File: src/rtl/core_hold_pkg.sv
package core_hold_pkg;

    typedef enum logic [1:0] {
        ST_POR       = 2'd0,
        ST_COUNT     = 2'd1,
        ST_WAIT_HOST = 2'd2,
        ST_RUN       = 2'd3
    } rst_state_e;

    localparam int REG_ADDR_W = 4;
    localparam int REG_DATA_W = 32;

    localparam logic [REG_ADDR_W-1:0] ADDR_STATUS   = 4'd0;
    localparam logic [REG_ADDR_W-1:0] ADDR_VISCTL   = 4'd1;
    localparam logic [REG_ADDR_W-1:0] ADDR_WIN_BASE = 4'd4;

    localparam int STAT_HOLD_BIT  = 0;
    localparam int STAT_RUN_BIT   = 1;
    localparam int STAT_STRAP_LSB = 8;

    typedef struct packed {
        logic hold_strap;
        logic retry_strap;
    } strap_pair_t;

endpackage

File: src/rtl/strap_latch.sv
module strap_latch
    import core_hold_pkg::*;
#(
    parameter int STRAP_W   = 8,
    parameter int HOLD_BIT  = 5,
    parameter int RETRY_BIT = 6
) (
    input  logic               clk,
    input  logic               rst_n,
    input  logic [STRAP_W-1:0] strap_bus,
    output logic [STRAP_W-1:0] strap_q,
    output logic               hold_mode,
    output logic               hold_live
);

    strap_pair_t live_pair;
    strap_pair_t kept_pair;

    // Capture every cycle while reset is low; freeze afterwards.
    always_ff @(posedge clk) begin
        if (!rst_n) begin
            strap_q <= strap_bus;
        end
    end

    always_comb begin
        live_pair.hold_strap  = strap_bus[HOLD_BIT];
        live_pair.retry_strap = strap_bus[RETRY_BIT];
        kept_pair.hold_strap  = strap_q[HOLD_BIT];
        kept_pair.retry_strap = strap_q[RETRY_BIT];
    end

    // Hold mode is only honoured when retry is strapped low.
    assign hold_live = live_pair.hold_strap & ~live_pair.retry_strap;
    assign hold_mode = kept_pair.hold_strap & ~kept_pair.retry_strap;


    strap_frozen_chk: assert property (@(posedge clk) disable iff (!rst_n)
        (rst_n && $past(rst_n)) |-> $stable(strap_q));

endmodule

File: src/rtl/core_rst_fsm.sv
module core_rst_fsm
    import core_hold_pkg::*;
#(
    parameter int RELEASE_DLY = 4
) (
    input  logic clk,
    input  logic rst_n,
    input  logic hold_mode,
    input  logic release_req,
    output logic core_rst_n,
    output logic core_run
);

    localparam int CNT_W = (RELEASE_DLY > 2) ? $clog2(RELEASE_DLY) : 1;
    localparam logic [CNT_W-1:0] CNT_LAST = CNT_W'(RELEASE_DLY - 2);

    rst_state_e       state_q, state_d;
    logic [CNT_W-1:0] cnt_q, cnt_d;

    // State register
    always_ff @(posedge clk) begin
        if (!rst_n) begin
            state_q <= ST_POR;
            cnt_q   <= '0;
        end else begin
            state_q <= state_d;
            cnt_q   <= cnt_d;
        end
    end

    // Next state
    always_comb begin
        state_d = state_q;
        cnt_d   = cnt_q;
        unique case (state_q)
            ST_POR: begin
                cnt_d = '0;
                if (hold_mode) state_d = ST_WAIT_HOST;   // T_HOLD
                else           state_d = ST_COUNT;       // T_AUTO
            end
            ST_COUNT: begin
                if (cnt_q == CNT_LAST) state_d = ST_RUN; // T_DONE
                else                   cnt_d = cnt_q + 1'b1;
            end
            ST_WAIT_HOST: begin
                if (release_req) state_d = ST_RUN;       // T_RELEASE
            end
            ST_RUN: begin
                state_d = ST_RUN;
            end
            default: state_d = ST_POR;
        endcase
    end

    // Outputs
    always_comb begin
        core_run = 1'b0;
        unique case (state_q)
            ST_POR, ST_COUNT, ST_WAIT_HOST: core_run = 1'b0;
            ST_RUN:                         core_run = 1'b1;
            default:                        core_run = 1'b0;
        endcase
        core_rst_n = core_run;
    end


    core_stays_run_chk: assert property (@(posedge clk) disable iff (!rst_n)
        core_run |=> core_run);


    release_cause_chk: assert property (@(posedge clk) disable iff (!rst_n)
        $rose(core_run) |-> (!hold_mode || $past(release_req)));


    auto_never_waits_chk: assert property (@(posedge clk) disable iff (!rst_n)
        !hold_mode |-> (state_q != ST_WAIT_HOST));

endmodule

File: src/rtl/bar_bank.sv
module bar_bank
    import core_hold_pkg::*;
#(
    parameter int               NUM_BAR   = 3,
    parameter int               HELD_LOG2 = 24,
    parameter int               AUTO_LOG2 = 20,
    parameter logic [31:0]      HELD_BASE = 32'hFF00_0000
) (
    input  logic                    clk,
    input  logic                    rst_n,
    input  logic                    hold_live,
    input  logic                    hold_mode,
    input  logic                    wr_en,
    input  logic [$clog2(NUM_BAR)-1:0] wr_idx,
    input  logic [31:0]             wr_data,
    input  logic [$clog2(NUM_BAR)-1:0] rd_idx,
    output logic [31:0]             rd_data,
    output logic [NUM_BAR-1:0]      bar_en,
    output logic [NUM_BAR*32-1:0]   bar_mask
);

    localparam logic [31:0] HELD_MASK = ~((32'd1 << HELD_LOG2) - 32'd1);
    localparam logic [31:0] AUTO_MASK = ~((32'd1 << AUTO_LOG2) - 32'd1);

    logic [31:0] base_q [NUM_BAR];
    logic [31:0] mask_w [NUM_BAR];

    for (genvar i = 0; i < NUM_BAR; i++) begin : g_win
        localparam logic [31:0] HOLD_MASK_I = (i == 0) ? HELD_MASK : 32'd0;
        localparam logic [31:0] HOLD_BASE_I = (i == 0) ? HELD_BASE : 32'd0;

        assign mask_w[i] = hold_mode ? HOLD_MASK_I : AUTO_MASK;
        assign bar_en[i] = (mask_w[i] != 32'd0);
        assign bar_mask[i*32 +: 32] = mask_w[i];

        always_ff @(posedge clk) begin
            if (!rst_n) begin
                base_q[i] <= hold_live ? (HOLD_BASE_I & HELD_MASK) : 32'd0;
            end else if (wr_en && (wr_idx == i[$clog2(NUM_BAR)-1:0]) && bar_en[i]) begin
                base_q[i] <= wr_data & mask_w[i];
            end
        end


        base_in_mask_chk: assert property (@(posedge clk) disable iff (!rst_n)
            (base_q[i] & ~mask_w[i]) == 32'd0);

        if (i > 0) begin : g_off

            held_win_off_chk: assert property (@(posedge clk) disable iff (!rst_n)
                hold_mode |-> (!bar_en[i] && base_q[i] == 32'd0));
        end
    end

    always_comb begin
        rd_data = 32'd0;
        for (int k = 0; k < NUM_BAR; k++) begin
            if (rd_idx == k[$clog2(NUM_BAR)-1:0]) rd_data = base_q[k];
        end
    end

endmodule

File: src/rtl/reg_decode.sv
module reg_decode
    import core_hold_pkg::*;
#(
    parameter int STRAP_W = 8,
    parameter int NUM_BAR = 3
) (
    input  logic                    clk,
    input  logic                    rst_n,
    input  logic                    reg_we,
    input  logic [REG_ADDR_W-1:0]   reg_addr,
    input  logic [1:0]              ctl_bits,
    input  logic                    core_run,
    input  logic                    hold_mode,
    input  logic [STRAP_W-1:0]      strap_q,
    input  logic [31:0]             win_rdata,
    output logic                    release_req,
    output logic                    win_we,
    output logic [$clog2(NUM_BAR)-1:0] win_idx,
    output logic                    unit_visible,
    output logic [REG_DATA_W-1:0]   reg_rdata
);

    localparam int IDX_W = $clog2(NUM_BAR);

    logic                  hide_q;
    logic [REG_ADDR_W-1:0] win_off;
    logic                  in_win;

    assign win_off = reg_addr - ADDR_WIN_BASE;
    assign in_win  = (reg_addr >= ADDR_WIN_BASE) &&
                     (win_off < REG_ADDR_W'(NUM_BAR));
    assign win_idx = win_off[IDX_W-1:0];
    assign win_we  = reg_we && in_win;

    assign release_req = reg_we && (reg_addr == ADDR_STATUS) && ctl_bits[1];

    always_ff @(posedge clk) begin
        if (!rst_n) begin
            hide_q <= 1'b0;
        end else if (reg_we && reg_addr == ADDR_VISCTL) begin
            hide_q <= ctl_bits[0];
        end
    end

    assign unit_visible = ~hide_q;

    always_comb begin
        reg_rdata = '0;
        if (reg_addr == ADDR_STATUS) begin
            reg_rdata[STAT_HOLD_BIT] = hold_mode;
            reg_rdata[STAT_RUN_BIT]  = core_run;
            reg_rdata[STAT_STRAP_LSB +: STRAP_W] = strap_q;
        end else if (reg_addr == ADDR_VISCTL) begin
            reg_rdata[0] = hide_q;
        end else if (in_win) begin
            reg_rdata = win_rdata;
        end
    end


    hide_write_chk: assert property (@(posedge clk) disable iff (!rst_n)
        (reg_we && reg_addr == ADDR_VISCTL) |=> (unit_visible == !$past(ctl_bits[0])));

endmodule

File: src/rtl/core_hold_ctrl.sv
module core_hold_ctrl
    import core_hold_pkg::*;
#(
    parameter int STRAP_W     = 8,
    parameter int HOLD_BIT    = 5,
    parameter int RETRY_BIT   = 6,
    parameter int RELEASE_DLY = 4,
    parameter int NUM_BAR     = 3,
    parameter int HELD_LOG2   = 24,
    parameter int AUTO_LOG2   = 20
) (
    input  logic                  clk,
    input  logic                  rst_n,
    input  logic [STRAP_W-1:0]    strap_bus,
    input  logic                  reg_we,
    input  logic [3:0]            reg_addr,
    input  logic [31:0]           reg_wdata,
    output logic [31:0]           reg_rdata,
    output logic                  core_rst_n,
    output logic [NUM_BAR-1:0]    bar_en,
    output logic [NUM_BAR*32-1:0] bar_mask,
    output logic                  unit_visible
);

    localparam int IDX_W = $clog2(NUM_BAR);

    logic [STRAP_W-1:0] strap_q;
    logic               hold_mode;
    logic               hold_live;
    logic               release_req;
    logic               core_run;
    logic               win_we;
    logic [IDX_W-1:0]   win_idx;
    logic [31:0]        win_rdata;

    strap_latch #(
        .STRAP_W  (STRAP_W),
        .HOLD_BIT (HOLD_BIT),
        .RETRY_BIT(RETRY_BIT)
    ) u_straps (
        .clk      (clk),
        .rst_n    (rst_n),
        .strap_bus(strap_bus),
        .strap_q  (strap_q),
        .hold_mode(hold_mode),
        .hold_live(hold_live)
    );

    core_rst_fsm #(
        .RELEASE_DLY(RELEASE_DLY)
    ) u_seq (
        .clk        (clk),
        .rst_n      (rst_n),
        .hold_mode  (hold_mode),
        .release_req(release_req),
        .core_rst_n (core_rst_n),
        .core_run   (core_run)
    );

    bar_bank #(
        .NUM_BAR  (NUM_BAR),
        .HELD_LOG2(HELD_LOG2),
        .AUTO_LOG2(AUTO_LOG2)
    ) u_wins (
        .clk      (clk),
        .rst_n    (rst_n),
        .hold_live(hold_live),
        .hold_mode(hold_mode),
        .wr_en    (win_we),
        .wr_idx   (win_idx),
        .wr_data  (reg_wdata),
        .rd_idx   (win_idx),
        .rd_data  (win_rdata),
        .bar_en   (bar_en),
        .bar_mask (bar_mask)
    );

    reg_decode #(
        .STRAP_W(STRAP_W),
        .NUM_BAR(NUM_BAR)
    ) u_regs (
        .clk         (clk),
        .rst_n       (rst_n),
        .reg_we      (reg_we),
        .reg_addr    (reg_addr),
        .ctl_bits    (reg_wdata[1:0]),
        .core_run    (core_run),
        .hold_mode   (hold_mode),
        .strap_q     (strap_q),
        .win_rdata   (win_rdata),
        .release_req (release_req),
        .win_we      (win_we),
        .win_idx     (win_idx),
        .unit_visible(unit_visible),
        .reg_rdata   (reg_rdata)
    );

endmodule

File: config.mk
export PLATFORM = sky130hd
export DESIGN_NAME = core_hold_ctrl
export DESIGN_NICKNAME = d
export VERILOG_FILES = /design/src/rtl/core_hold_pkg.sv /design/src/rtl/strap_latch.sv /design/src/rtl/core_rst_fsm.sv /design/src/rtl/bar_bank.sv /design/src/rtl/reg_decode.sv /design/src/rtl/core_hold_ctrl.sv
export SDC_FILE = /design/constraint.sdc
export NUM_CORES = 1
export LEC_CHECK = 0
export ABC_AREA = 1
export BUFFER_PORTS_ARGS = -buffer_cell sky130_fd_sc_hd__buf_2
export CORE_MARGIN = 2
export CORE_UTILIZATION = 38
export CTS_CLUSTER_DIAMETER = 60
export DETAILED_ROUTE_END_ITERATION = 10
export GPL_TIMING_DRIVEN = 0
export PLACE_DENSITY = 0.75
export SYNTH_ARGS = -nofsm -noshare
export SYNTH_HDL_FRONTEND = slang
export SYNTH_SLANG_ARGS = --single-unit
File: constraint.sdc
create_clock -name clk -period 1.5 [get_ports clk]
set_input_delay 0.3 -clock clk [delete_from_list [all_inputs] [get_ports clk]]
set_output_delay 0.3 -clock clk [all_outputs]
set_load 0.05 [all_outputs]
Word-level counts from Yosys, hierarchy flattened. Memory sizes are Yosys's and may differ from the RTL's. Cells that the tools add are included.

Register bits after elaboration: 13. Latch bits: 0. RAM bits: 96. ROM bits: 0. Input port bits: 47. Output and inout bits: 133. Word-level logic and storage cells: 82. Memories: 1.

Add/subtract/negate cells: 2. Multiply operators: 0. Div/mod/pow operators: 0. $lt $le $gt $ge: 2. Eq/ne operators: 10. Shift operators: 0. Muxes and demuxes: 33. Bitwise operators: 10. Reductions and logical operators: 20.

Memories: u_wins.base_q (depth 3, width 32, read ports 3, clocked after memory_dff 0, wr ports 3, RTL line bar_bank.sv:25) `logic [31:0] base_q [NUM_BAR];`.

Operators by type and width (count): two-way mux 32 bit (9); bitwise AND 32 bit (2); nonzero test 32 bit (2); two-way mux 31 bit (1); two-way mux 24 bit (1); two-way mux 16 bit (1); logical AND 1 bit (11); two-way mux 1 bit (11); two-way mux 2 bit (5); == test 2 bit (second input constant) (4); two-way mux 8 bit (1); one-hot mux 2 bit (4 select lines) (1); two-way mux 6 bit (1); == test 2 x 1 -> 1 bit (second input constant) (2); == test 4 x 1 -> 1 bit (second input constant) (1); greater-or-equal comparator 4 x 3 -> 1 bit (second input constant) (1); zero test 2 bit (2); zero test 4 bit (1); less-than comparator 4 x 2 -> 1 bit (second input constant) (1); != test 2 bit (second input constant) (2); one-hot mux 2 bit (2 select lines) (1); AND reduction 2 bit (2); subtractor 4 x 3 -> 4 bit (second input constant) (1); NOT 1 bit (3); other kinds (7) (10).

Depth between registers and ports, before layout. Gate-level depths: netlist (run 1).

Depth after elaboration: 10. Gate-level depth with buffers: 7. Gate-level depth less buffers: 6.

Modules after synthesis. A second synthesis (run 1) with hierarchy kept.

Cell total of the unflattened synthesis: 436. Area total of the unflattened synthesis: 3580.9 µm².

By module, submodules not included: bar_bank (times used 1, cells an instance 291, area an instance 2602.5 µm², sequential area each 1081.0 µm²); reg_decode (times used 1, cells an instance 102, area an instance 490.5 µm², sequential area each 20.0 µm²); strap_latch (times used 1, cells an instance 13, area an instance 264.0 µm², sequential area each 240.2 µm²); core_rst_fsm (times used 1, cells an instance 30, area an instance 224.0 µm², sequential area each 80.1 µm²).

Worst setup path before layout (run 1). No wires, ideal clock.

Path kind: register to output. Start: register u_straps.strap_q[6]. End: output port reg_rdata[0]. Arrival time: 2.075 ns. Data required time: 1.200 ns. Path slack: -0.875 ns. Cell stages (with the launch flop): 4. Path buffers: 0. Cell sequence: edfxtp_1 -> nor2_1 -> inv_1 -> o21ai_1.

Longest elaborated chain between the ends: 3.

RTL lines: from (decl) (RTL line strap_latch.sv:11) `output logic [STRAP_W-1:0] strap_q,`; from (signal assigned) (RTL line strap_latch.sv:22) `strap_q <= strap_bus;`; NOT 1 bit (RTL line strap_latch.sv:35) `assign hold_mode = kept_pair.hold_strap & ~kept_pair.retry_strap;`; bitwise AND 1 bit (RTL line strap_latch.sv:35); two-way mux 2 bit (RTL line reg_decode.sv:49) `if (reg_addr == ADDR_STATUS) begin`; to (decl) (RTL line core_hold_ctrl.sv:18) `output logic [31:0] reg_rdata,`.

No other way between the ends.

Final worst setup path (run 1).
Start: register u_straps.strap_q[6]. End: output port bar_mask[55].

Longest elaborated chain between the ends: 3.

RTL lines: NOT 1 bit (RTL line strap_latch.sv:35); bitwise AND 1 bit (RTL line strap_latch.sv:35); two-way mux 32 bit (RTL line bar_bank.sv:32) `assign mask_w[i] = hold_mode ? HOLD_MASK_I : AUTO_MASK;`; to (decl) (RTL line core_hold_ctrl.sv:21) `output logic [NUM_BAR*32-1:0] bar_mask,`.

No other way between the ends.

==> results_dict.tcl, run 1 <==
set metrics [dict create \
    status "finished with violations" \
    violations "setup timing" \
    grt_pass1_vias 2703 \
    regArea_mm2 0.001421 \
    io_pins 180 \
    numCtsBuffers 5 \
    vdd_ir_drop_max_uv 744.1 \
    slew_violations 0 \
    row_count 33 \
    grt_util_all_layers_pct 18.08 \
    cp.arrival_ns 1.61 \
    root_buffer "clkbuf_8" \
    fin_crit_sh_pct 127.4 \
    pre_cts_ws_ns -0.5128 \
    coreArea_mm2 0.008175 \
    hold_viol 0 \
    multi_input_area_mm2 0.001498 \
    drt_first_pass_iters 5 \
    area_growth_pct 76.19 \
    grt_start_max_net_pins 16 \
    post-route-min-period_ns 1.911 \
    routed_wl_mm 9.605 \
    clock_latency_ns 0.32 \
    leakage_nw 2.836 \
    postCtsHoldBufs 0 \
    syn_area_per_cell_um2 8.353 \
    synth_top_area_share_pct 41.62 \
    drt_iter0_drc 271 \
    crit_path_max_fanout 7 \
    fin_ws_ns -0.4105 \
    routedWlPerCell_um 13.86 \
    maxCapViolCount 0 \
    synthCells 380 \
    ys_async_sr_fraction_pct 0 \
    antenna_cells 0 \
    synth_common_cells "buf_4, nand2_1, nor2_1" \
    final_nets 635 \
    gr-total-overflow 0 \
    drive_gt1_share_pct 59.86 \
    power.density_mw_per_mm2 744.4 \
    routed_via_density 4.358 \
    clkSinkCount 49 \
    instances_no_fill 693 \
    yosys_warnings 0 \
    grt_pass1_wl_mm 12.63 \
    tns_ns -27.42 \
    worstSetupEndpointType "primary output" \
    final_core_util_pct 68.41 \
    stdcell_area_mm2 0.005593 \
    total_power_mw 4.164 \
    critPathLaunchType "flop" \
    cts_tree "built" \
    synthTopCellsByArea "edfxtp_1, buf_4, nand2_1, nor2_1, inv_1" \
    htreeDepth 2 \
    slew_headroom_pct 62.99 \
    start_util_pct 38.83 \
    timing.hold.ws_ns 0.1493 \
    worst_slew_pin_slew_ns 0.5551 \
    die_h_um 95.40 \
    cp_data_required_time_ns 1.20 \
    synth_top_area_cell "edfxtp_1" \
    ys_seq_area_share_pct 44.78 \
    fill_cells 522 \
    path_class "reg -> out" \
    io_buffers 81 \
    die_x_um 95.40 \
    synth-edff-count 44 \
    hp-class "in -> reg" \
    fmax_mhz 523.4 \
    clockBufferDepth 2 \
    yosysMostFrequentCell "buf_4" \
    route.detailed.drc 0 \
    place_area_mm2 0.004131 \
    hpwl_mm 4.987 \
    setup_violations 105 \
    antenna_left 0 \
    synth_flop_cell "edfxtp_1" \
    ys_ff_latch 49 \
    fin_worst_skew_ns 0.01563 \
    netlist_area_mm2 0.003174 \
    dp_cells 643 \
    rsz0062_at_grt "yes" \
    die-area_mm2 0.009100 \
    vias 3020 \
    antenna_found_initial 0 \
    path_clk_slew_ns 0.10 \
    gp_congestion 0.8412 \
    synth_cell_types 22 \
]
## layout by cell type (no fill, tap or decap), drive strengths merged
cell | Yosys | routed
buf | 117 | 232
conb | 2 | 79
nand2 | 77 | 79
nor2 | 50 | 50
edfxtp | 44 | 44
inv | 45 | 33
nand3 | 17 | 17
clkinvlp | 0 | 14
clkbuf | 2 | 11
nand4 | 9 | 9
dfxtp | 5 | 5
a21oi | 3 | 3
nor3 | 3 | 3
o21ai | 3 | 3
clkinv | 0 | 3
nand2b | 1 | 1
a211oi | 1 | 1
ha | 1 | 1
## worst paths after layout
kind / startpoint / to / slack [ns] / cells after the start
setup / recovery: u_straps.strap_q[6] / bar_mask[55] / -0.41 / 5
hold / removal: strap_bus[3] / u_straps.strap_q[3] / 0.15 / 1
setup reg to reg: u_straps.strap_q[5] / u_wins.base_q[1][28] / -0.35 / 9
hold reg to reg: u_seq.cnt_q[1] / u_seq.cnt_q[1] / 0.50 / 2
## metal layers
metal | part of all wire [%] | wire (um) | track usage, % | vias up
met1 | 35 | 3395 | 19.65 | 1376
met3 | 9.7 | 931 | 2.846 | 39
met5 | 0 | 0 | 0 | -
li1 | - | - | - | 1408
met4 | 4.1 | 393 | 7.857 | 0
met2 | 51 | 4884 | 34.39 | 197
## critical path: stages (launching register included)
cell        delay [ns]
edfxtp_1          0.44
nor2_4            0.18
buf_12            0.14
clkinvlp_4        0.19
buf_4             0.20
buf_6             0.14
## cell type report
| type | instances | share of cell area [%] |
|---|---|---|
| multi-input cells | 246 | 26.78 |
| flip-flops and latches | 49 | 25.41 |
| repair buffers | 119 | 22.51 |
| plain buffers | 119 | 17.23 |
| inverters | 45 | 3.915 |
| well taps | 105 | 2.349 |
| clock buffers | 5 | 1.230 |
| clock inverters | 3 | 0.3132 |
| repair inverters | 2 | 0.2685 |
## repair_timing
| item | in CTS | in global routing |
|---|---|---|
| gates cloned | 7 | 3 |
| resized for setup | 191 | 109 |
| buffers inserted | 19 | 14 |
| setup endpoints to repair | 93 | 116 |
| pin swaps | 17 | 24 |
## logic make-up (layout without fill, tap and decap cells)
kind of cell	Yosys count	count (layout)	share of synthesized area, %
DFF	49	49	44.78
and+or+nand+nor	157	159	20.89
buffers and inverters	164	293	32.52
adders and majority gates	1	1	0.3941
AOI/OAI and AO/OA	7	7	1.182
other	2	79	0.2366
## power by group
group	internal, mW	switching, mW	leakage, nW	total (mW)
clock	0.323	0.465	0.0455	0.788
sequential	1.56	0.0397	0.498	1.60
combinational	0.627	1.15	2.29	1.77
total	2.51	1.65	2.84	4.16
## state kept, by name, summed over array words and instances (netlist names)
signal and cells:
u_straps.strap_q 8, u_wins.base_q 36, u_regs.hide_q 1, u_seq.cnt_q 2, u_seq.state_q 2
No activity file was read; power rests on OpenSTA's default activity.
==> run 2: changes to the inputs <==
--- a/config.mk
+++ b/config.mk
@@ -6,13 +6,13 @@
 export NUM_CORES = 1
 export LEC_CHECK = 0
 export ABC_AREA = 1
-export BUFFER_PORTS_ARGS = -buffer_cell sky130_fd_sc_hd__buf_2
 export CORE_MARGIN = 2
 export CORE_UTILIZATION = 38
 export CTS_CLUSTER_DIAMETER = 60
 export DETAILED_ROUTE_END_ITERATION = 10
+export DONT_BUFFER_PORTS = 1
 export GPL_TIMING_DRIVEN = 0
-export PLACE_DENSITY = 0.75
+export PLACE_DENSITY = 0.56
 export SYNTH_ARGS = -nofsm -noshare
 export SYNTH_HDL_FRONTEND = slang
 export SYNTH_SLANG_ARGS = --single-unit
==> run 2 against run 1 <==
  * Critical path depth fell by 2
  * Sequential share of layout area increased by 8.0 points
  * First-iteration DRC count is 64% lower
  * Worst setup slack worse by 0.13 ns
  * Non-clock buffer count decreased by 108
  * Largest power group is now registers
  * The flow still finishes with violations (setup timing)
  * Wire length down 27%
  * Clock skew down 0.0093 ns
==> results_dict.tcl, run 2 (synthesis gave the netlist of run 1 again) <==
set metrics [dict create \
    hold_viol 0 \
    route.detailed.drc 0 \
    rsz0062_at_grt "yes" \
    area_growth_pct 33.98 \
    slew_violations 0 \
    hpwl_mm 4.803 \
    power.density_mw_per_mm2 874.6 \
    drive_gt1_share_pct 42.53 \
    fin_worst_skew_ns 0.006308 \
    vias 2366 \
    hold_start "strap_bus[6]" \
    grt_pass1_wl_mm 9.887 \
    routed_wl_mm 6.993 \
    antenna_cells 0 \
    leakage_nw 2.045 \
    io_buffers 0 \
    grt_pass1_vias 2038 \
    min_to "u_straps.strap_q[6]" \
    cp.arrival_ns 1.74 \
    antenna_found_initial 0 \
    hp-class "in -> reg" \
    path_clk_slew_ns 0.09 \
    instances_no_fill 587 \
    slew_headroom_pct 65.11 \
    start_util_pct 38.83 \
    clkSinkCount 49 \
    htreeDepth 2 \
    status "finished with violations" \
    vdd_ir_drop_max_uv 481.9 \
    routed_via_density 4.031 \
    numCtsBuffers 5 \
    row_count 33 \
    top_register "u_wins.base_q" \
    root_buffer "clkbuf_8" \
    io_pins 180 \
    worst_slew_pin_slew_ns 0.5234 \
    cts_tree "built" \
    r2r_slack_ns -0.22 \
    setup_violations 82 \
    coreArea_mm2 0.008175 \
    die_h_um 95.40 \
    top_regs "u_wins.base_q: 36 flops, u_straps.strap_q: 8 flops" \
    final_cell_mix "buf_4, conb_1, nand2_1" \
    routedWlPerCell_um 11.91 \
    die_x_um 95.40 \
    largest_reg_flops 36 \
    maxCapViolCount 0 \
    gr-total-overflow 0 \
    crit-reg2reg-capture "u_wins.base_q[0][20]" \
    crit_path_max_fanout 7 \
    gp_congestion 0.8360 \
    final_core_util_pct 52.02 \
    whs_path_depth 0 \
    critPathLaunchType "flop" \
    postCtsHoldBufs 0 \
    fin_ws_ns -0.5405 \
    grt_start_max_net_pins 15 \
    drt_iter0_drc 98 \
    stdcell_area_mm2 0.004253 \
    total_power_mw 3.719 \
    worstSetupEndpointType "primary output" \
    drt_first_pass_iters 4 \
    final_nets 529 \
    place_area_mm2 0.003726 \
    dp_cells 562 \
    ff2ff_path_depth 8 \
    cp_data_required_time_ns 1.20 \
    fmax_mhz 490.1 \
    r2r_start "u_straps.strap_q[6]" \
    clock_latency_ns 0.30 \
    die-area_mm2 0.009100 \
    final_common_cell "buf_4" \
    post-route-min-period_ns 2.041 \
    clockBufferDepth 2 \
    fin_crit_sh_pct 136.0 \
    violations "setup timing" \
    path_class "reg -> out" \
    grt_util_all_layers_pct 14.60 \
    antenna_left 0 \
]
[run 2: layout make-up]
cell class	count	area (um^2)
multi-input cells	246	1261
fillers	741	3923
repair inverters	4	30.03
clock inverters	1	5.005
clock buffers	7	76.32
repair buffers	11	97.59
flip-flops and latches	49	1421
inverters	45	225.2
plain buffers	119	1005
well taps	105	131.4
[run 2: how the worst max path moves through the flow]
stage,cells past startpoint,startpoint,to
5_1_grt,3,u_straps.strap_q[6],reg_rdata[0]
4_1_cts,3,u_straps.strap_q[6],reg_rdata[0]
2_1_floorplan,3,u_straps.strap_q[6],reg_rdata[0]
3_3_place_gp,3,u_straps.strap_q[6],reg_rdata[0]
6_report,3,u_straps.strap_q[6],reg_rdata[0]
3_5_place_dp,3,u_straps.strap_q[6],reg_rdata[0]
[run 2: critical path: stages (launching register included)]
cell and delay (ns):
edfxtp_1 0.43, nor2_4 0.15, clkinvlp_4 0.37, o21ai_4 0.48
[run 2: metrics by stage]
| step | setup TNS [ns] | hold slack (ns) | worst slack [ns] |
|---|---|---|---|
| after floorplan | -11.09 | 0.3989 | -0.4909 |
| after global placement | -36.99 | 0.3989 | -0.6761 |
| after detailed placement | -38.09 | 0.3989 | -0.7329 |
| after CTS | -18.93 | 0.08106 | -0.6002 |
| after global routing | -21.10 | 0.07444 | -0.6039 |
| final | -15.68 | 0.08403 | -0.5405 |
[run 2: repair_timing]
action,4_1_cts,5_1_grt
setup endpoints to repair,93,109
resized for setup,74,26
buffers inserted,6,5
gates cloned,6,1
pin swaps,4,42
[run 2: power breakdown]
| group | internal, mW | switching, mW | total, mW | leakage [nW] |
|---|---|---|---|---|
| clock | 0.328 | 0.426 | 0.754 | 0.0422 |
| sequential | 1.56 | 0.0297 | 1.59 | 0.498 |
| combinational | 0.368 | 1.01 | 1.37 | 1.51 |
[run 2: per-layer routing]
metal	wire, um	GRT usage [%]	vias up
met5	0	0	-
met4	140	7.143	0
met3	674	2.688	9
met2	3621	27.23	127
met1	2556	15.74	1036
li1	-	-	1194
==> run 3: changes to the inputs <==
--- a/config.mk
+++ b/config.mk
@@ -5,7 +5,7 @@
 export SDC_FILE = /design/constraint.sdc
 export NUM_CORES = 1
 export LEC_CHECK = 0
-export ABC_AREA = 1
+export ABC_AREA = 0
 export CORE_MARGIN = 2
 export CORE_UTILIZATION = 38
 export CTS_CLUSTER_DIAMETER = 60
==> run 3 against run 2 <==
  * Synthesized cell count down 16%
  * Sequential power about the same
  * First-iteration DRC count down 3.1%
  * The flow still finishes with violations (setup timing)
  * Highest routed layer unchanged
  * Worst hold slack worse by 0.0029 ns
  * Die area up 2.1%
  * Non-clock buffer count up 23
  * Count of clock-buffer cells in the layout down 1
  * Cell area up 16%
==> results_dict.tcl, run 3 <==
set metrics [dict create \
    status "finished with violations" \
    violations "setup timing" \
    r2r_slack_ns -0.22 \
    synth_cell_types 36 \
    antenna_cells 0 \
    largest_reg_flops 36 \
    drive_gt1_share_pct 54.55 \
    p_switching_mw 1.551 \
    cts_tree "built" \
    grt_pass1_vias 2187 \
    io_pins 180 \
    setup_violations 96 \
    ys_seq_area_share_pct 43.81 \
    pre_cts_ws_ns -0.7826 \
    slew_headroom_pct 51.76 \
    place_area_mm2 0.003969 \
    instances_no_fill 545 \
    tns_ns -21.92 \
    area_growth_pct 52.10 \
    r2r_start "u_straps.strap_q[6]" \
    htreeDepth 2 \
    antenna_left 0 \
    pwr-share-comb_pct 39.0 \
    die_h_um 96.40 \
    final_core_util_pct 59.76 \
    antenna_found_initial 0 \
    final_cell_mix "buf_4, conb_1, edfxtp_1" \
    die-area_mm2 0.009293 \
    yosysMostFrequentCell "buf_4" \
    hp-class "in -> reg" \
    path_class "reg -> out" \
    io_buffers 0 \
    top_regs "u_wins.base_q: 36 flops, u_straps.strap_q: 8 flops" \
    path_clk_slew_ns 0.09 \
    root_buffer "clkbuf_8" \
    synth_common_cells "buf_4, edfxtp_1, nor3_1" \
    final_nets 487 \
    grt_start_max_net_pins 15 \
    gr-total-overflow 0 \
    internal-power_mw 2.578 \
    ff2ff_path_depth 7 \
    yosys_warnings 0 \
    hpwl_mm 5.192 \
    vias 2354 \
    slew_violations 0 \
    total_power_mw 4.128 \
    slowest_stage "edfxtp_1" \
    postCtsHoldBufs 0 \
    grt_pass1_wl_mm 11.45 \
    ys_ff_latch 49 \
    row_count 33 \
    fmax_mhz 513.7 \
    seqPwrFrac_pct 38.4 \
    syn_area_per_cell_um2 10.11 \
    clkSinkCount 49 \
    routedWlPerCell_um 14.79 \
    crit_path_max_fanout 6 \
    worstSetupEndpointType "primary output" \
    routed_via_density 4.319 \
    grt_util_all_layers_pct 16.53 \
    post-route-min-period_ns 1.947 \
    power.density_mw_per_mm2 836.6 \
    cp.arrival_ns 1.65 \
    top_register "u_wins.base_q" \
    cp-startpoint "u_straps.strap_q[6]" \
    drt_iter0_drc 95 \
    die_x_um 96.40 \
    clock_latency_ns 0.31 \
    dp_cells 503 \
    final_common_cell "buf_4" \
    fin_worst_skew_ns 0.008032 \
    cp_data_required_time_ns 1.20 \
    vdd_ir_drop_max_uv 413.3 \
    netlist_area_mm2 0.003244 \
    synth_top_area_cell "edfxtp_1" \
    fin_crit_sh_pct 129.8 \
    synth_flop_cell "edfxtp_1" \
    stdcell_area_mm2 0.004935 \
    leakage_nw 2.264 \
    route.detailed.drc 0 \
    worst_slew_pin_slew_ns 0.7236 \
    endpoint "bar_mask[54]" \
    synth-edff-count 44 \
    p_sw_share_pct 37.56 \
    routed_wl_mm 8.061 \
    crit-reg2reg-capture "u_wins.base_q[2][22]" \
    fin_ws_ns -0.4468 \
    drt_first_pass_iters 4 \
    synth_top_area_share_pct 40.73 \
    synthCells 321 \
    synthTopCellsByArea "edfxtp_1, buf_4, mux2i_1, nor3_1, dfxtp_1" \
    gp_congestion 0.7511 \
    hold_viol 0 \
    ys_async_sr_fraction_pct 0 \
    critPathLaunchType "flop" \
    timing.hold.ws_ns 0.08116 \
    maxCapViolCount 0 \
    slowest_delay_ns 0.44 \
    coreArea_mm2 0.008258 \
    clockBufferDepth 2 \
    rsz0062_at_grt "yes" \
    crit_chain "nor2b_4, clkinvlp_4, buf_4" \
    start_util_pct 39.29 \
    power.share.clock_pct 22.7 \
    numCtsBuffers 5 \
]
run 3: cell count changes after synthesis, sizes merged, moves of 7 or more:
| cell | previous run | this run |
|---|---|---|
| a41o | 0 | 8 |
| nand4 | 9 | 2 |
| nand3 | 17 | 2 |
| and2 | 0 | 14 |
| inv | 45 | 18 |
| or2 | 0 | 12 |
| mux2i | 0 | 13 |
| a21oi | 3 | 18 |
| nor3 | 3 | 26 |
| nand2 | 77 | 16 |
| nor2 | 50 | 2 |
run 3: power by group through the flow:
stage	Combinational [mW]	Sequential (mW)	Clock [mW]
5_1_grt	1.68	1.59	0.989
2_1_floorplan	1.22	1.61	0
4_1_cts	1.51	1.59	0.940
3_3_place_gp	1.29	1.61	0
3_5_place_dp	1.29	1.62	0
6_report	1.61	1.58	0.936
run 3: timing repair:
item,CTS,global route
buffers inserted,22,7
gates cloned,8,1
pin swaps,36,24
endpoints found under the setup margin,118,105
resized for setup,91,41
run 3: per-layer routing:
layer / global-route usage [%] / part of all wire (%) / up-vias / routed length (um)
met3: 3.336 / 8.7 / 14 / 705
met5: 0 / 0 / - / 0
met4: 5.164 / 1.7 / 0 / 140
met2: 29.28 / 51 / 133 / 4079
met1: 20.19 / 39 / 1068 / 3135
li1: - / - / 1139 / -
run 3: cells by family (layout without fill, tap and decap cells):
kind of cell    Yosys count  count (layout)  synth area share [%]
mux                      13              13                 4.011
simple gates             81              81                 14.08
compound gates           34              34                 7.598
buf+inv                 141             183                 29.89
other cells               2              79                0.2315
flops                    49              49                 43.81
fa+ha+maj                 1               1                0.3856
run 3: cell type report:
| type | count | area, um^2 |
|---|---|---|
| inverter | 18 | 71.32 |
| tap | 105 | 131.4 |
| timing repair inverter | 4 | 30.03 |
| clock inverter | 2 | 33.78 |
| clock buffer | 6 | 72.57 |
| buffer | 123 | 1140 |
| fill | 665 | 3323 |
| timing repair buffer | 30 | 375.4 |
| sequential | 49 | 1429 |
| multi-input combinational | 208 | 1652 |
run 3: critical path: cells and delay by family (launching register included):
kind	cells	cell delay [ns]
flops	1	0.44
simple gates	1	0.22
buf+inv	2	0.68
run 3: worst min path at each step:
stage / startpoint / to / slack [ns] / depth (start not counted)
floorplan: strap_bus[0] / u_straps.strap_q[0] / 0.40 / 0
global placement: strap_bus[1] / u_straps.strap_q[1] / 0.40 / 0
detailed placement: strap_bus[1] / u_straps.strap_q[1] / 0.40 / 0
CTS: strap_bus[1] / u_straps.strap_q[1] / 0.08 / 0
global route: strap_bus[1] / u_straps.strap_q[1] / 0.07 / 0
finish: strap_bus[5] / u_straps.strap_q[5] / 0.08 / 0
